<file path="config.mk">
export PLATFORM = sky130hd
export DESIGN_NAME = irqpin_top
export DESIGN_NICKNAME = d
export VERILOG_FILES = /design/src/rtl/irqpin_pkg.sv /design/src/rtl/irqpin_sync.sv /design/src/rtl/irqpin_ctrl_reg.sv /design/src/rtl/irqpin_detect.sv /design/src/rtl/irqpin_top.sv
export SDC_FILE = /design/constraint.sdc
export NUM_CORES = 1
export LEC_CHECK = 0
export CAP_MARGIN = 5
export CORE_AREA = 4 4 41 43
export CTS_CLUSTER_DIAMETER = 120
export CTS_CLUSTER_SIZE = 8
export DETAILED_ROUTE_END_ITERATION = 16
export DIE_AREA = 0 0 45 47
export PLACE_DENSITY = 0.69
export SLEW_MARGIN = 10
export SYNTH_ARGS = -nofsm -noshare
export SYNTH_HDL_FRONTEND = slang
export SYNTH_SLANG_ARGS = --single-unit
</file>
<file path="constraint.sdc">
create_clock -name clk -period 1.2 [get_ports clk]
set_clock_uncertainty 0.2 [all_clocks]
set_input_delay 0.24 -clock clk [delete_from_list [all_inputs] [get_ports clk]]
set_output_delay 0.24 -clock clk [all_outputs]
set_load 0.01 [all_outputs]
</file>
<file path="src/rtl/irqpin_pkg.sv">
package irqpin_pkg;

    localparam int unsigned EDGE_BIT = 7;
    localparam int unsigned EN_BIT   = 6;

    typedef struct packed {
        logic edge_sel;
        logic pin_en;
    } ctrl_t;

    localparam ctrl_t CTRL_RESET = '{edge_sel: 1'b0, pin_en: 1'b1};

    function automatic logic [7:0] ctrl_to_byte(input ctrl_t c);
        logic [7:0] b;
        b = 8'h00;
        b[EDGE_BIT] = c.edge_sel;
        b[EN_BIT]   = c.pin_en;
        return b;
    endfunction

endpackage

</file>
<file path="src/rtl/irqpin_sync.sv">
module irqpin_sync #(
    parameter int unsigned STAGES = 2
) (
    input  logic clk,
    input  logic rst,
    input  logic async_in,
    output logic sync_out
);
    localparam int unsigned LAST = STAGES - 1;

    logic [LAST:0] chain;

    generate
        for (genvar i = 0; i < STAGES; i++) begin : g_stage
            if (i == 0) begin : g_first
                always_ff @(posedge clk) begin
                    if (rst) chain[0] <= 1'b1;
                    else     chain[0] <= async_in;
                end
            end else begin : g_next
                always_ff @(posedge clk) begin
                    if (rst) chain[i] <= 1'b1;
                    else     chain[i] <= chain[i-1];
                end
            end
        end
    endgenerate

    assign sync_out = chain[LAST];
endmodule

</file>
<file path="src/rtl/irqpin_ctrl_reg.sv">
module irqpin_ctrl_reg
    import irqpin_pkg::*;
#(
    parameter int unsigned ADDR_W    = 4,
    parameter int unsigned CTRL_ADDR = 5
) (
    input  logic              clk,
    input  logic              rst,
    input  logic              mode_special,
    input  logic [ADDR_W-1:0] reg_addr,
    input  logic              reg_we,
    input  logic [7:0]        reg_wdata,
    output logic [7:0]        reg_rdata,
    output ctrl_t             cfg
);
    localparam logic [ADDR_W-1:0] SEL = ADDR_W'(CTRL_ADDR);

    logic  hit_wr;
    logic  locked;
    logic  unused_low;
    ctrl_t cfg_q;

    assign hit_wr     = reg_we && (reg_addr == SEL);
    assign unused_low = ^reg_wdata[5:0];

    always_ff @(posedge clk) begin
        if (rst) begin
            cfg_q  <= CTRL_RESET;
            locked <= 1'b0;
        end else if (hit_wr) begin
            cfg_q.pin_en <= reg_wdata[EN_BIT];
            if (mode_special || !locked)
                cfg_q.edge_sel <= reg_wdata[EDGE_BIT];
            if (!mode_special)
                locked <= 1'b1;
        end
    end

    assign cfg       = cfg_q;
    assign reg_rdata = (reg_addr == SEL) ? ctrl_to_byte(cfg_q) : 8'h00;

    // once locked, a normal-mode write keeps edge-select
    a_r6_lock_holds_edge: assert property (@(posedge clk) disable iff (rst)
        (hit_wr && locked && !mode_special) |=> $stable(cfg_q.edge_sel));

    // special-mode write always lands in edge-select
    a_r7_special_writes: assert property (@(posedge clk) disable iff (rst)
        (hit_wr && mode_special) |=> (cfg_q.edge_sel == $past(reg_wdata[EDGE_BIT])));

    // pin-enable follows every write
    a_r8_enable_writable: assert property (@(posedge clk) disable iff (rst)
        hit_wr |=> (cfg_q.pin_en == $past(reg_wdata[EN_BIT])));
endmodule

</file>
<file path="src/rtl/irqpin_detect.sv">
module irqpin_detect
    import irqpin_pkg::*;
(
    input  logic  clk,
    input  logic  rst,
    input  ctrl_t cfg,
    input  logic  pin_sync,
    input  logic  irq_ack,
    output logic  irq_req
);
    logic prev_q;
    logic fall;
    logic latch_q;
    logic latch_d;

    assign fall = prev_q && !pin_sync;

    always_comb begin
        latch_d = latch_q;
        if (!cfg.pin_en || !cfg.edge_sel) latch_d = 1'b0;
        else if (fall)                    latch_d = 1'b1;
        else if (irq_ack)                 latch_d = 1'b0;
    end

    always_ff @(posedge clk) begin
        if (rst) begin
            prev_q  <= 1'b1;
            latch_q <= 1'b0;
        end else begin
            prev_q  <= pin_sync;
            latch_q <= latch_d;
        end
    end

    assign irq_req = cfg.pin_en && (cfg.edge_sel ? latch_q : !pin_sync);

    // a detected edge while armed sets the latch
    a_r4_edge_sets: assert property (@(posedge clk) disable iff (rst)
        (cfg.pin_en && cfg.edge_sel && fall) |=> latch_q);

    // acknowledge without a new edge clears the latch
    a_r5_ack_clears: assert property (@(posedge clk) disable iff (rst)
        (irq_ack && !fall) |=> !latch_q);

    // disabled pin keeps the latch clear
    a_r8_disabled_clear: assert property (@(posedge clk) disable iff (rst)
        !cfg.pin_en |=> !latch_q);

    // level mode keeps the latch clear
    a_r9_level_clears: assert property (@(posedge clk) disable iff (rst)
        !cfg.edge_sel |=> !latch_q);
endmodule

</file>
<file path="src/rtl/irqpin_top.sv">
module irqpin_top
    import irqpin_pkg::*;
#(
    parameter int unsigned ADDR_W      = 4,
    parameter int unsigned CTRL_ADDR   = 5,
    parameter int unsigned SYNC_STAGES = 2
) (
    input  logic              clk,
    input  logic              rst,
    input  logic              mode_special,
    input  logic [ADDR_W-1:0] reg_addr,
    input  logic              reg_we,
    input  logic [7:0]        reg_wdata,
    output logic [7:0]        reg_rdata,
    input  logic              pin_n,
    input  logic              irq_ack,
    output logic              irq_req
);
    ctrl_t cfg;
    logic  pin_sync;

    irqpin_ctrl_reg #(.ADDR_W(ADDR_W), .CTRL_ADDR(CTRL_ADDR)) u_reg (
        .clk(clk), .rst(rst), .mode_special(mode_special),
        .reg_addr(reg_addr), .reg_we(reg_we), .reg_wdata(reg_wdata),
        .reg_rdata(reg_rdata), .cfg(cfg)
    );

    irqpin_sync #(.STAGES(SYNC_STAGES)) u_sync (
        .clk(clk), .rst(rst), .async_in(pin_n), .sync_out(pin_sync)
    );

    irqpin_detect u_det (
        .clk(clk), .rst(rst), .cfg(cfg), .pin_sync(pin_sync),
        .irq_ack(irq_ack), .irq_req(irq_req)
    );

    // unimplemented bits never read back as 1
    a_r2_low_bits_zero: assert property (@(posedge clk) disable iff (rst)
        reg_rdata[5:0] == 6'b0);
endmodule

</file>
==> results of run 1 <==
## per-layer routing
| layer | track usage | vias up | wire length, microns |
|---|---|---|---|
| met5 | 0 | - | 0 |
| met4 | 0.0526 | 0 | 0 |
| met3 | 0.0268 | 0 | 70 |
| met2 | 0.110 | 12 | 332 |
| met1 | 0.0573 | 120 | 213 |
| li1 | - | 150 | - |
## final timing paths
path / endpoint / slack (ns) / start / cells after the start
setup / recovery: irq_req / -0.17 / u_reg.cfg[1] / 4
hold / removal: u_sync.sync_out / 0.21 / u_sync.chain[0] / 1
setup reg to reg: u_reg.cfg[0] / 0.15 / u_reg.cfg[0] / 2
hold reg to reg: u_sync.sync_out / 0.21 / u_sync.chain[0] / 1
## cell usage in the layout (no fill, tap or decap), types with 2 or more instances in the layout
cell type and instances:
or2_2 3, buf_2 3, buf_6 5, clkdlybuf4s50_1 6, clkbuf_4 3, nand2b_1 3
conb_1 6, dfxtp_1 5, inv_1 3, and2_4 2, dfxtp_2 2
## state kept, by name (all words and copies together), names as in the netlist
register and cells:
u_reg.cfg 2, u_det.latch_q 1, u_det.prev_q 1, u_reg.locked 1
u_sync.chain 1, u_sync.sync_out 1
## stage by stage
step                power [mW]  setup WS [ns]  setup TNS [ns]  hold slack, ns  cell area [sq um]
global route             0.550         -0.225          -0.524           0.234                513
finish                   0.521         -0.166          -0.411           0.206                513
detailed placement       0.320         -0.851           -4.24           0.194                489
global placement         0.319         -0.832           -4.07           0.192                489
floorplan                0.285        0.00180               0           0.112                360
CTS                      0.527         -0.192          -0.438           0.206                513
## logic make-up after synthesis
| kind of cell | count (synthesis) |
|---|---|
| and+or+nand+nor | 14 |
| buffers and inverters | 9 |
| DFF | 7 |
| AOI/OAI and AO/OA | 5 |
| muxes | 1 |
| other | 1 |
## power by group
part	switching (mW)	leakage (nW)	total (mW)	internal [mW]
combinational	0.0252	0.165	0.0700	0.0448
sequential	0.00269	0.0571	0.241	0.239
clock	0.0833	0.0150	0.210	0.127
total	0.111	0.237	0.521	0.410
## what timing repair did
| action | in CTS | in global routing |
|---|---|---|
| setup buffers | 1 | 0 |
| pin swaps | 5 | 2 |
| cloned | 0 | 0 |
| resized for setup | 35 | 0 |
| endpoints found under the setup margin | 7 | 3 |
## layout make-up
type,instances,area share
Clock buffer,4,0.0512
Multi-Input combinational cell,26,0.324
Tap cell,15,0.0366
Sequential cell,7,0.278
Timing Repair Buffer,16,0.288
Inverter,3,0.0220
==> flow_summary.yaml, run 1 <==
outcome:
  outcome: "finished, violations left"
  violations: "setup timing"
floorplan:
  initial_core_util: 0.263
  die_area_sq_mm: 0.00212
  die_h_microns: 47
  io-pin-count: 27
  die_w_microns: 45
  rows: 13
  core_sq_mm: 0.00130
power_and_ir_drop:
  vdd.ir_drop.worst_v: 0.000577
  leakagePower_nw: 0.237
  p_per_area_mw_per_mm2: 1020
synthesis:
  ys_async_sr_fraction: 0
  seq_area_frac_synth: 0.410
  synth-compound-area-share: 0.117
  synth_commonest_cells: "7 x dfxtp_1, 6 x buf_4, 3 x inv_1, 3 x nand2b_1, 3 x or2_2"
  synthDistinctLibCells: 19
  post-synth-top-count-cell: "dfxtp_1"
  netlist_area_sq_um: 342
  ys_top_cells_by_area: "dfxtp_1 41%, buf_4 13%, nand2b_1 5.5%"
  yosysTopAreaCell: "dfxtp_1"
  synth-edff-count: 0
  synth_top_area_frac: 0.410
  synth-xor-area-share: 0
  avgSynthCellArea_sq_um: 9.23
  synthAdderAreaFrac: 0
  synthMuxAreaShare: 0.0293
  ys_ff_latch: 7
  ys_warn_count: 0
  synth_top_family_by_area: "simple AND/OR/NAND/NOR gates"
  synthCells: 37
  ys.flop_type: "dfxtp_1"
  synth_simple_gate_area_frac: 0.267
setup_path:
  crit_chain: "nand2_1 -> o21ai_1 -> and2_1 -> buf_2"
  cp.required_ns: 0.76
  path_max_fanout: 4
  worstSetupPathType: "flop to primary output"
  crit_slowest_cell: "dfxtp_2"
  worst-path-buf-inv: 1
  max_stage_delay_ns: 0.34
  worstSetupStartpointType: "flop"
  end_kind: "primary output"
  critPathTopFamily: "flip-flops"
  arrival_ns: 0.93
grt:
  grt_max_degree: 8
  antenna_found_initial: 0
  overflow: 0
  grt_pass1_vias: 254
  track_usage: 0.0634
  grt_first_pass_wirelength_microns: 931
placement:
  place_inst: 67
  port_buffers: 14
  place.gp.congestion: 0.649
  hpwl_microns: 505
clock_tree:
  clk_pin_slew_ns: 0.05
  clockRootBuffer: "clkbuf_4"
  htreeDepth: 1
  numCtsBuffers: 3
  cts_sinks: 7
  ctsHoldBuffers: 0
  cts_tree: "done"
  ctsLongestPathBuffers: 2
  clk_latency_ns: 0.24
sta:
  post-route-period-util: 1.14
  rsz0062_at_grt: "true"
  slew_violations: 0
  hold_viol: 0
  fin_ws_ns: -0.166
  period_minus_slack_ns: 1.37
  fmax_ghz: 0.732
  setup_viol: 3
cells_and_area:
  multiInputGateArea_sq_um: 166
  drive_gt1_frac: 0.375
  nFillCells: 152
  area_growth_syn_to_layout_pct: 50.2
  insertedDiodeCount: 0
  ff_latch_area_sq_um: 143
  nNetsFinal: 75
  post-route-util: 0.394
  final_cells: 71
route:
  first_pass_iters: 1
  vias: 282
  final_antenna_net_count: 0
  wl_per_cell_microns: 8.68
  post-route-drc-count: 0
  routed_via_density: 3.97
  drtIter0Drc: 0
  wl_microns: 616
worst_hold_path:
  holdCritPathClass: "flop to flop"
flow_run:
  maxCapViolations: 0
No activity file was read; power rests on OpenSTA's default activity.
==> inputs of run 2 (changes only) <==
TNS_END_PERCENT = 5   (was default)
==> run 2 against run 1 <==
  * The flow still finishes with violations (setup timing)
  * Die area stayed put
  * Sequential share of layout area is 0.20 points lower
  * Clock power hardly changed
  * Flip-flop and latch count stayed put
  * Largest cell class unchanged
==> flow_summary.yaml, run 2 (same netlist as run 1, synthesis figures left out) <==
clock_tree:
  clk_latency_ns: 0.24
  cts_sinks: 7
  clk_pin_slew_ns: 0.05
  ctsHoldBuffers: 0
  cts_tree: "done"
  numCtsBuffers: 3
  ctsLongestPathBuffers: 2
  clockRootBuffer: "clkbuf_4"
  htreeDepth: 1
worst_hold_path:
  holdCritPathClass: "flop to flop"
  hp-start: "u_sync.chain[0]"
  hold_depth: 1
  whs_endpoint: "u_sync.sync_out"
cells_and_area:
  insertedDiodeCount: 0
  area_growth_syn_to_layout_pct: 51.3
  final_cells: 72
  largest_reg_flops: 2
  final_area_sq_um: 517
  mostFrequentLayoutCells: "6 x conb_1, 6 x clkdlybuf4s50_1, 5 x dfxtp_1, 4 x buf_6"
  nNetsFinal: 76
  nFillCells: 150
  drive_gt1_frac: 0.386
  post-route-util: 0.397
  ff_latch_area_sq_um: 143
  multiInputGateArea_sq_um: 166
sta:
  fmax_ghz: 0.730
  slew_violations: 0
  whs_ns: 0.206
  fin_setup_tns_ns: -0.400
  period_minus_slack_ns: 1.37
  hold_viol: 0
  setup_viol: 4
  fin_ws_ns: -0.169
  rsz0062_at_grt: "true"
  post-route-period-util: 1.14
power_and_ir_drop:
  vdd.ir_drop.worst_v: 0.000585
  switching_share: 0.214
  leakagePower_nw: 0.241
  intPower_mw: 0.411
  p_total_mw: 0.522
  seq_power_share: 0.462
  p_sw_mw: 0.112
  p_clk_frac: 0.403
  p_per_area_mw_per_mm2: 1010
  combPwrFrac: 0.135
setup_path:
  critPathTopFamily: "flip-flops"
  reg2reg_depth: 2
  cp.required_ns: 0.76
  r2r_start: "u_reg.cfg[0]"
  end_kind: "primary output"
  arrival_ns: 0.93
  crit_chain: "nand2_1 -> o21ai_1 -> and2_1 -> buf_2"
  max_stage_delay_ns: 0.35
  worstSetupStartpointType: "flop"
  worstSetupPathType: "flop to primary output"
  reg2reg_setup_slack_ns: 0.15
  path_max_fanout: 4
  crit_slowest_cell: "dfxtp_2"
  worst-path-buf-inv: 1
  r2r_end: "u_reg.cfg[0]"
floorplan:
  die_area_sq_mm: 0.00212
  die_h_microns: 47
  die_w_microns: 45
  rows: 13
  initial_core_util: 0.263
  io-pin-count: 27
  core_sq_mm: 0.00130
grt:
  antenna_found_initial: 0
  overflow: 0
  grt_first_pass_wirelength_microns: 897
  grt_max_degree: 8
  grt_pass1_vias: 246
  track_usage: 0.0618
placement:
  place.gp.congestion: 0.649
  place_inst: 67
  port_buffers: 14
  dp_slack_ns: -0.851
  placed_cell_area_sq_um: 489
  hpwl_microns: 505
route:
  drtIter0Drc: 0
  wl_per_cell_microns: 8.68
  vias: 287
  drt-met1-wl_microns: 224
  final_antenna_net_count: 0
  post-route-drc-count: 0
  wl_met3_microns: 70
  highest_layer: "met3"
  first_pass_iters: 1
  wl_microns: 625
  routed_via_density: 3.99
  met2_length_microns: 330
flow_run:
  maxCapViolations: 0
outcome:
  outcome: "finished, violations left"
  violations: "setup timing"
[run 2: area by class of cell]
cell class / count / share of cell area
Sequential cell: 7 / 0.276
Timing Repair Buffer: 17 / 0.293
Inverter: 3 / 0.0218
Tap cell: 15 / 0.0363
Multi-Input combinational cell: 26 / 0.322
Clock buffer: 4 / 0.0508
[run 2: how the worst max path moves through the flow]
| stage | from | endpoint | slack, ns | depth (start not counted) |
|---|---|---|---|---|
| after global routing | u_reg.cfg[1] | irq_req | -0.23 | 4 |
| after floorplan | reg_addr[3] | u_reg.cfg[0] | 0.002 | 3 |
| final | u_reg.cfg[1] | irq_req | -0.17 | 4 |
| after global placement | reg_addr[3] | reg_rdata[7] | -0.83 | 4 |
| after CTS | u_reg.cfg[1] | irq_req | -0.19 | 4 |
| after detailed placement | reg_addr[3] | reg_rdata[7] | -0.85 | 4 |
[run 2: worst register-to-register path, delay by kind of cell (launching register included)]
family	cells	cell delay [ns]
compound gates	2	0.41
flops	1	0.33
[run 2: routing by layer]
| layer | up-vias | global-route usage |
|---|---|---|
| met2 | 12 | 0.107 |
| met1 | 124 | 0.0550 |
| met3 | 0 | 0.0268 |
| met5 | - | 0 |
| met4 | 0 | 0.0526 |
| li1 | 151 | - |
[run 2: what timing repair did]
item	CTS	global route
setup buffers	1	0
pin swaps	5	1
setup endpoints to repair	7	4
gates resized for setup	33	1
hold endpoints to repair	0	0
[run 2: power by group through the flow]
stage	logic, mW	registers (mW)	clock network, mW
after floorplan	0.0402	0.245	0
after global placement	0.0730	0.246	0
after detailed placement	0.0737	0.246	0
after CTS	0.0713	0.241	0.215
after global routing	0.0769	0.242	0.232
final	0.0707	0.241	0.211
==> inputs of run 3 (changes only) <==
PLACE_DENSITY = 0.67   (was 0.69)
clock period = 1.3 ns   (was 1.2 ns; I/O delays follow)
==> run 3 against run 2 <==
  * The run still ends with setup timing left
  * Cell count is 1.4% higher
  * Sequential share of layout area shrank 1.0 points
  * Die area unchanged
  * Critical path type unchanged
  * Critical endpoint is now reg_rdata[7]
==> flow_summary.yaml, run 3 (same netlist as run 1, synthesis figures left out) <==
clock_tree:
  clk_latency_ns: 0.25
  clk_pin_slew_ns: 0.05
  clockRootBuffer: "clkbuf_4"
  ctsHoldBuffers: 0
  htreeDepth: 1
  numCtsBuffers: 3
  ctsLongestPathBuffers: 2
  cts_sinks: 7
  cts_tree: "done"
power_and_ir_drop:
  p_total_mw: 0.486
  leakagePower_nw: 0.246
  vdd.ir_drop.worst_v: 0.000513
  p_per_area_mw_per_mm2: 914
worst_hold_path:
  holdCritPathClass: "flop to flop"
floorplan:
  initial_core_util: 0.263
  die_h_microns: 47
  core_sq_mm: 0.00130
  die_w_microns: 45
  io-pin-count: 27
  die_area_sq_mm: 0.00212
  rows: 13
cells_and_area:
  drive_gt1_frac: 0.379
  area_growth_syn_to_layout_pct: 55.7
  multiInputGateArea_sq_um: 166
  ff_latch_area_sq_um: 141
  nFillCells: 133
  nNetsFinal: 77
  largest_reg_flops: 2
  final_area_sq_um: 532
  mostFrequentLayoutCells: "7 x clkdlybuf4s50_1, 6 x conb_1, 6 x buf_6, 6 x dfxtp_1"
  final_common_cell: "clkdlybuf4s50_1"
  insertedDiodeCount: 0
placement:
  dp_slack_ns: -0.781
  place.gp.congestion: 0.652
  port_buffers: 14
  placed_cell_area_sq_um: 489
  hpwl_microns: 474
grt:
  antenna_found_initial: 0
  track_usage: 0.0650
  grt_max_degree: 8
  overflow: 0
  grt_pass1_vias: 244
  grt_first_pass_wirelength_microns: 959
sta:
  slew_violations: 0
  fin_ws_ns: -0.0975
  post-route-period-util: 1.07
  fmax_ghz: 0.716
  hold_viol: 0
  rsz0062_at_grt: "true"
  period_minus_slack_ns: 1.40
  setup_viol: 3
setup_path:
  worstSetupStartpointType: "flop"
  cp.required_ns: 0.84
  end_kind: "primary output"
  worstSetupPathType: "flop to primary output"
  path_max_fanout: 3
  arrival_ns: 0.94
route:
  post-route-drc-count: 0
  wl_microns: 605
  routed_via_density: 3.88
  final_antenna_net_count: 0
  drtIter0Drc: 2
  wl_per_cell_microns: 8.29
  vias: 283
  first_pass_iters: 2
flow_run:
  maxCapViolations: 0
outcome:
  outcome: "finished, violations left"
  violations: "setup timing"
-- run 3: worst max-delay path: stages (launching register included) --
cell	delay (ns)
dfxtp_2	0.33
buf_6	0.11
and2_4	0.14
buf_6	0.11
-- run 3: path summary, 6_finish.rpt --
kind | startpoint | endpoint | slack (ns) | cells after the start
hold / removal | u_sync.chain[0] | u_sync.sync_out | 0.21 | 1
setup reg to reg | u_reg.cfg[0] | u_reg.cfg[0] | 0.20 | 2
setup / recovery | u_reg.cfg[1] | reg_rdata[7] | -0.1 | 3
hold reg to reg | u_sync.chain[0] | u_sync.sync_out | 0.21 | 1
-- run 3: repair_timing --
item                                    CTS  global route
endpoints found under the setup margin    6             4
buffers inserted                          2             0
pin swaps                                 4             1
resized for setup                        33             1
-- run 3: cell type report --
type | count | area share
timing repair buffer | 18 | 0.315
multi-input combinational | 26 | 0.313
sequential | 7 | 0.266
tap | 15 | 0.0353
clock buffer | 4 | 0.0494
inverter | 3 | 0.0212
-- run 3: power breakdown --
group          switching [mW]  internal (mW)
combinational          0.0242         0.0442
clock                  0.0783          0.117
sequential            0.00227          0.220
total                   0.105          0.381
-- run 3: metrics by stage --
stage	setup TNS (ns)	cells	utilization	hold slack, ns
floorplan	0	42	-	0.132
finish	-0.238	73	0.409	0.206
global route	-0.390	73	0.409	0.231
CTS	-0.256	73	0.406	0.207
detailed placement	-3.41	67	0.376	0.194
global placement	-3.33	67	0.376	0.192
-- run 3: metal layers --
| metal | track usage | vias up | wire length (microns) |
|---|---|---|---|
| met5 | 0 | - | 0 |
| met4 | 0.0526 | 0 | 0 |
| met3 | 0.0230 | 0 | 65 |
| met2 | 0.0960 | 12 | 293 |
| met1 | 0.0757 | 120 | 245 |
| li1 | - | 151 | - |
